**src/rtl/pad_mux_pkg.sv**
```systemverilog
package pad_mux_pkg;

  localparam int CFG_W  = 16;
  localparam int AF_W   = 3;
  localparam int NUM_AF = 1 << AF_W;
  localparam int DRV_W  = 3;

  // Bit 3 is reserved and never stored.
  localparam logic [CFG_W-1:0] CFG_MASK  = 16'hFFF7;
  localparam logic [CFG_W-1:0] CFG_RESET = 16'h0C40;

  // Field layout, MSB first, matches the software-visible bit positions.
  typedef struct packed {
    logic             pull_own;   // 15: 1 = register owns pulls
    logic             pull_up;    // 14
    logic             pull_dn;    // 13
    logic [DRV_W-1:0] drv;        // 12:10
    logic             slp_sel;    // 9
    logic             slp_dat;    // 8
    logic             slp_oe_n;   // 7
    logic             edge_off;   // 6
    logic             edge_fall;  // 5
    logic             edge_rise;  // 4
    logic             rsvd;       // 3
    logic [AF_W-1:0]  af;         // 2:0
  } pad_cfg_t;

endpackage

```
**src/rtl/pad_cfg_reg.sv**
```systemverilog
module pad_cfg_reg
  import pad_mux_pkg::*;
#(
  parameter int RD_W = 32
) (
  input  logic             clk,
  input  logic             rst_n,
  input  logic             we,
  input  logic [CFG_W-1:0] wdata,
  output pad_cfg_t         cfg,
  output logic [RD_W-1:0]  rdata
);

  localparam int PAD_W = RD_W - CFG_W;

  pad_cfg_t cfg_q;
  pad_cfg_t cfg_d;

  always_comb begin
    cfg_d = cfg_q;
    if (we) begin
      cfg_d = pad_cfg_t'(wdata & CFG_MASK);
    end
  end

  always_ff @(posedge clk or negedge rst_n) begin
    if (!rst_n) begin
      cfg_q <= pad_cfg_t'(CFG_RESET);
    end else if (we) begin
      cfg_q <= cfg_d;
    end
  end

  assign cfg   = cfg_q;
  assign rdata = {{PAD_W{1'b0}}, cfg_q};

  assert_write_stored_R1: assert property (@(posedge clk) disable iff (!rst_n)
    we |=> (cfg_q == ($past(wdata) & CFG_MASK)));

  assert_hold_no_write_R1: assert property (@(posedge clk) disable iff (!rst_n)
    !we |=> $stable(cfg_q));

endmodule

```
**src/rtl/pad_out_sel.sv**
```systemverilog
module pad_out_sel
  import pad_mux_pkg::*;
(
  input  logic [AF_W-1:0]   af,
  input  logic              lp_mode,
  input  logic              slp_sel,
  input  logic              slp_dat,
  input  logic              slp_oe_n,
  input  logic              pull_own,
  input  logic              pull_up,
  input  logic              pull_dn,
  input  logic [NUM_AF-1:0] func_out,
  input  logic [NUM_AF-1:0] func_oe,
  input  logic [NUM_AF-1:0] func_pu,
  input  logic [NUM_AF-1:0] func_pd,
  output logic              pad_out,
  output logic              pad_oe,
  output logic              pad_pu,
  output logic              pad_pd
);

  logic sel_out, sel_oe, sel_pu, sel_pd;
  logic req_pu, req_pd;
  logic override;

  // Source mux
  always_comb begin
    sel_out = func_out[af];
    sel_oe  = func_oe[af];
    sel_pu  = func_pu[af];
    sel_pd  = func_pd[af];
  end

  // Low-power substitution
  assign override = lp_mode & slp_sel;

  always_comb begin
    if (override) begin
      pad_out = slp_dat;
      pad_oe  = ~slp_oe_n;
    end else begin
      pad_out = sel_out;
      pad_oe  = sel_oe;
    end
  end

  // Pull ownership, then pull-up priority
  always_comb begin
    if (pull_own) begin
      req_pu = pull_up;
      req_pd = pull_dn;
    end else begin
      req_pu = sel_pu;
      req_pd = sel_pd;
    end
    pad_pu = req_pu;
    pad_pd = req_pd & ~req_pu;
  end

endmodule

```
**src/rtl/pad_edge_det.sv**
```systemverilog
module pad_edge_det #(
  parameter int SYNC_STAGES = 2
) (
  input  logic clk,
  input  logic rst_n,
  input  logic pad_in,
  input  logic rise_en,
  input  logic fall_en,
  input  logic det_off,
  input  logic clr,
  output logic flag
);

  logic [SYNC_STAGES-1:0] sync_q;
  logic                   last_q;
  logic                   flag_q;
  logic                   flag_d;
  logic                   level;
  logic                   rise, fall, hit;

  // Synchroniser chain
  genvar g;
  generate
    for (g = 0; g < SYNC_STAGES; g++) begin : g_sync
      always_ff @(posedge clk or negedge rst_n) begin
        if (!rst_n) begin
          sync_q[g] <= 1'b0;
        end else begin
          sync_q[g] <= (g == 0) ? pad_in : sync_q[(g == 0) ? 0 : g-1];
        end
      end
    end
  endgenerate

  assign level = sync_q[SYNC_STAGES-1];

  always_ff @(posedge clk or negedge rst_n) begin
    if (!rst_n) begin
      last_q <= 1'b0;
    end else begin
      last_q <= level;
    end
  end

  assign rise = level & ~last_q;
  assign fall = ~level & last_q;
  assign hit  = ~det_off & ((rise & rise_en) | (fall & fall_en));

  // Sticky status: a new detection outranks a clear in the same cycle
  always_comb begin
    flag_d = flag_q;
    if (clr) begin
      flag_d = 1'b0;
    end
    if (hit) begin
      flag_d = 1'b1;
    end
  end

  always_ff @(posedge clk or negedge rst_n) begin
    if (!rst_n) begin
      flag_q <= 1'b0;
    end else if (hit || clr) begin
      flag_q <= flag_d;
    end
  end

  assign flag = flag_q;

  assert_flag_sticky_R10: assert property (@(posedge clk) disable iff (!rst_n)
    (flag_q && !clr) |=> flag_q);

  assert_set_beats_clear_R10: assert property (@(posedge clk) disable iff (!rst_n)
    (hit && clr) |=> flag_q);

  assert_clear_alone_R10: assert property (@(posedge clk) disable iff (!rst_n)
    (clr && !hit) |=> !flag_q);

  assert_disabled_no_record_R9: assert property (@(posedge clk) disable iff (!rst_n)
    (det_off && !flag_q) |=> !flag_q);

endmodule

```
**src/rtl/pad_mux_ctrl.sv**
```systemverilog
module pad_mux_ctrl
  import pad_mux_pkg::*;
#(
  parameter int RD_W        = 32,
  parameter int SYNC_STAGES = 2
) (
  input  logic              clk,
  input  logic              rst_n,
  input  logic              cfg_we,
  input  logic [CFG_W-1:0]  cfg_wdata,
  output logic [RD_W-1:0]   cfg_rdata,
  input  logic              edge_clr,
  input  logic [NUM_AF-1:0] func_out,
  input  logic [NUM_AF-1:0] func_oe,
  input  logic [NUM_AF-1:0] func_pu,
  input  logic [NUM_AF-1:0] func_pd,
  input  logic              lp_mode,
  input  logic              pad_in,
  output logic              pad_out,
  output logic              pad_oe,
  output logic              pad_pu,
  output logic              pad_pd,
  output logic [DRV_W-1:0]  drive_code,
  input  logic              wake_en,
  output logic              edge_flag,
  output logic              wake_req
);

  pad_cfg_t cfg;

  pad_cfg_reg #(.RD_W(RD_W)) u_cfg (
    .clk   (clk),
    .rst_n (rst_n),
    .we    (cfg_we),
    .wdata (cfg_wdata),
    .cfg   (cfg),
    .rdata (cfg_rdata)
  );

  pad_out_sel u_sel (
    .af       (cfg.af),
    .lp_mode  (lp_mode),
    .slp_sel  (cfg.slp_sel),
    .slp_dat  (cfg.slp_dat),
    .slp_oe_n (cfg.slp_oe_n),
    .pull_own (cfg.pull_own),
    .pull_up  (cfg.pull_up),
    .pull_dn  (cfg.pull_dn),
    .func_out (func_out),
    .func_oe  (func_oe),
    .func_pu  (func_pu),
    .func_pd  (func_pd),
    .pad_out  (pad_out),
    .pad_oe   (pad_oe),
    .pad_pu   (pad_pu),
    .pad_pd   (pad_pd)
  );

  pad_edge_det #(.SYNC_STAGES(SYNC_STAGES)) u_edge (
    .clk     (clk),
    .rst_n   (rst_n),
    .pad_in  (pad_in),
    .rise_en (cfg.edge_rise),
    .fall_en (cfg.edge_fall),
    .det_off (cfg.edge_off),
    .clr     (edge_clr),
    .flag    (edge_flag)
  );

  assign drive_code = cfg.drv;
  assign wake_req   = edge_flag & wake_en;

  assert_rsvd_zero_R1: assert property (@(posedge clk) disable iff (!rst_n)
    (cfg.rsvd == 1'b0) && (cfg_rdata[RD_W-1:CFG_W] == '0));

  assert_pull_exclusive_R6: assert property (@(posedge clk) disable iff (!rst_n)
    !(pad_pu && pad_pd));

  assert_wake_gated_R11: assert property (@(posedge clk) disable iff (!rst_n)
    wake_req |-> (wake_en && edge_flag));

  assert_drive_tracks_R12: assert property (@(posedge clk) disable iff (!rst_n)
    drive_code == cfg_rdata[12:10]);

endmodule

```
**config.mk**
```make
export PLATFORM = sky130hd
export DESIGN_NAME = pad_mux_ctrl
export DESIGN_NICKNAME = d
export VERILOG_FILES = /design/src/rtl/pad_mux_pkg.sv /design/src/rtl/pad_cfg_reg.sv /design/src/rtl/pad_out_sel.sv /design/src/rtl/pad_edge_det.sv /design/src/rtl/pad_mux_ctrl.sv
export SDC_FILE = /design/constraint.sdc
export NUM_CORES = 1
export LEC_CHECK = 0
export BUFFER_PORTS_ARGS = -buffer_cell sky130_fd_sc_hd__buf_2
export CAP_MARGIN = 10
export CORE_MARGIN = 5
export CORE_UTILIZATION = 35
export CTS_CLUSTER_SIZE = 40
export DETAILED_ROUTE_END_ITERATION = 12
export PLACE_DENSITY = 0.82
export SLEW_MARGIN = 10
export SYNTH_ARGS = -nofsm -noshare
export SYNTH_HDL_FRONTEND = slang
export SYNTH_SLANG_ARGS = --single-unit
export TNS_END_PERCENT = 5
```
**constraint.sdc**
```tcl
create_clock -name clk -period 1.7 [get_ports clk]
set_clock_uncertainty 0.05 [all_clocks]
set_input_delay 0.085 -clock clk [delete_from_list [all_inputs] [get_ports clk]]
set_output_delay 0.085 -clock clk [all_outputs]
set_load 0.05 [all_outputs]
```
==> impl_metrics.ini <==
[pwr]
p_leak_nw = 0.9178
p_per_area_nw_per_um2 = 841.6
vdd_drop_max_uv = 489.4
total_power_mw = 1.537

[cells_and_area]
diodes = 0
layout-drive-gt1-share = 0.6596
layout_common_cells = buf_2 (73), dlygate4sd3_1 (18), conb_1 (17)
final_cell_area_um2 = 1827
multi_input_area_um2 = 581.8
final.fill_count = 304
area_growth_pct = 47.47
layout.cells.non_filler = 234
regArea_um2 = 481.7
final_common_cell = buf_2
nNetsFinal = 244

[grt]
antenna_found_initial = 0
met3_usage = 0.05072
grt_pass1_wl_mm = 5.188
grt_max_degree = 20
met1_usage = 0.1441
grt_overflow_total = 0
gr-max-usage-layer = met2
grt_util_met2 = 0.2458
grt_pass1_vias = 1135
grt_use_total = 0.1332

[logic_synthesis]
synth_enable_flop_cells = 0
synthFlopType = dfrtp_1
synth_cell_types = 19
synthTopCellsByArea = dfrtp_1 (32%), buf_4 (18%), mux2_2 (15%)
synth-async-reset-ratio = 1.000
yosys_warnings = 0
syn_avg_cell_area_um2 = 12.51
synth.largest_area_cell = dfrtp_1
ys_seq_area_frac = 0.3869
netlist_instances = 99
synth_top_area_share = 0.3232
syn_area_um2 = 1239
synth-seq-cells = 19

[die]
rows = 21
die_y_um = 69.49
core_area_um2 = 3390
die-area_um2 = 4829
chipWidth_um = 69.49
io_pins = 96
start_util = 0.3654

[drt]
drt_iter0_drc = 17
viasPerCell = 4.380
firstDrtPassIters = 2
drtAntennaViolNets = 0
num_vias = 1025
drt-total-wl_mm = 3.146
wl_per_cell_um = 13.44
drc = 0

[clocking]
cts_tree = yes
cts_inserted_buffers = 3
cts_sinks = 19
clk_pin_slew_ns = 0.11
clk_path_buf_depth = 2
root_buffer = clkbuf_4
clock_latency_ns = 0.29
cts_htree_levels = 1

[sta]
finalHoldViolCount = 0
period_minus_slack_ns = 2.015
rsz0062_at_grt = yes
hold_slack_ns = 0.1834
drv_slew = 0
period_share = 1.185
setup_viol = 4
fmax_mhz = 496.2
timing.final.ws_setup_ns = -0.3153

[placement]
globalplace.congestion = 0.7026
port_buffers = 77
dp_hpwl_mm = 2.294
placed_area_um2 = 1544
dp_cells = 208

[critical_path]
r2r-start = u_cfg.cfg[1]$_DFFE_PN0P_
endpoint_kind = output pin
cp.arrival_ns = 1.88
cp-start-kind = flop
ff2ff_path_depth = 2
timing_worst_setup_path_type = reg2out
cp_data_required_time_ns = 1.56
regToRegEndpoint = u_cfg.cfg[1]$_DFFE_PN0P_
ff2ff_setup_slack_ns = 0.66
critPathMaxFanout = 4

[run_status]
violations = negative setup slack
status = finished with violations

[min_path]
hold_path_class = in2async

[job]
drv_cap = 0
==> flip-flops by register name, summed over array words and instances, names as in the netlist <==
name and cells:
u_edge.level 1, u_cfg.cfg 15, u_edge.last_q 1, u_edge.sync_q 1, u_edge.flag 1
==> cell usage after synthesis (2+ instances only) <==
cell type and n:
dfstp_2 3, nand2_1 4, buf_4 29, clkbuf_1 2, mux4_1 7, mux2_2 17, mux2i_1 6, buf_6 2
inv_1 2, dfrtp_1 16, nor2_1 3
==> per-stage QoR <==
step                TNS (ns)  utilization  setup WS (ns)
finish                -1.198       0.5389        -0.3153
global route          -1.566       0.5389        -0.4053
CTS                   -1.284       0.5389        -0.3318
detailed placement   -0.4040       0.4555        -0.1183
global placement     -0.3086       0.4555       -0.08982
floorplan            -0.6025            -        -0.2727
==> timing repair <==
item,4_1_cts,5_1_grt
endpoints found under the hold margin,36,0
buffers inserted,4,0
gates resized for setup,22,0
endpoints found under the setup margin,4,4
hold buffers,18,0
pin swaps,3,0
==> metal layers <==
metal	vias up	part of all wire
met5	-	0
met4	0	0.0092
met3	4	0.11
met2	72	0.50
met1	472	0.38
li1	477	-
==> how the worst max path moves through the flow <==
| stage | from | endpoint | slack [ns] | depth (start not counted) |
|---|---|---|---|---|
| 2_1_floorplan | u_cfg.cfg[0]$_DFFE_PN0P_ | pad_pd | -0.27 | 5 |
| 3_3_place_gp | u_cfg.cfg[1]$_DFFE_PN0P_ | pad_pd | -0.09 | 5 |
| 3_5_place_dp | u_cfg.cfg[0]$_DFFE_PN0P_ | pad_out | -0.12 | 5 |
| 4_1_cts | u_cfg.cfg[0]$_DFFE_PN0P_ | pad_pd | -0.33 | 6 |
| 5_1_grt | u_cfg.cfg[0]$_DFFE_PN0P_ | pad_pd | -0.41 | 6 |
| 6_report | u_cfg.cfg[0]$_DFFE_PN0P_ | pad_oe | -0.32 | 6 |
==> kinds of logic after synthesis <==
logic type	share of synthesized area
buffers and inverters	0.2101
other	0.003027
AOI/OAI and AO/OA	0.02222
and+or+nand+nor	0.02626
DFF	0.3869
muxes	0.3515
==> where the power goes <==
group / leakage, nW / total, mW / switching [mW] / internal (mW)
Sequential: 0.218 / 0.542 / 0.0418 / 0.500
Clock: 0.0177 / 0.226 / 0.139 / 0.0875
Combinational: 0.682 / 0.769 / 0.472 / 0.296
Total: 0.918 / 1.54 / 0.653 / 0.884
==> worst max-delay path, stage by stage (launching register included) <==
cell and delay, ns:
dfrtp_2 0.42, buf_12 0.12, mux4_2 0.48, mux2_4 0.29, nand2_2 0.07, o21ai_2 0.06, buf_6 0.15
==> area by class of cell <==
class	count	share of cell area
Clock buffer	3	0.01233
Clock inverter	1	0.002740
Inverter	2	0.004110
Multi-Input combinational cell	60	0.3185
Sequential cell	19	0.2637
Tap cell	46	0.03151
Timing Repair Buffer	103	0.3671
Power figures use the tool's default switching activity.
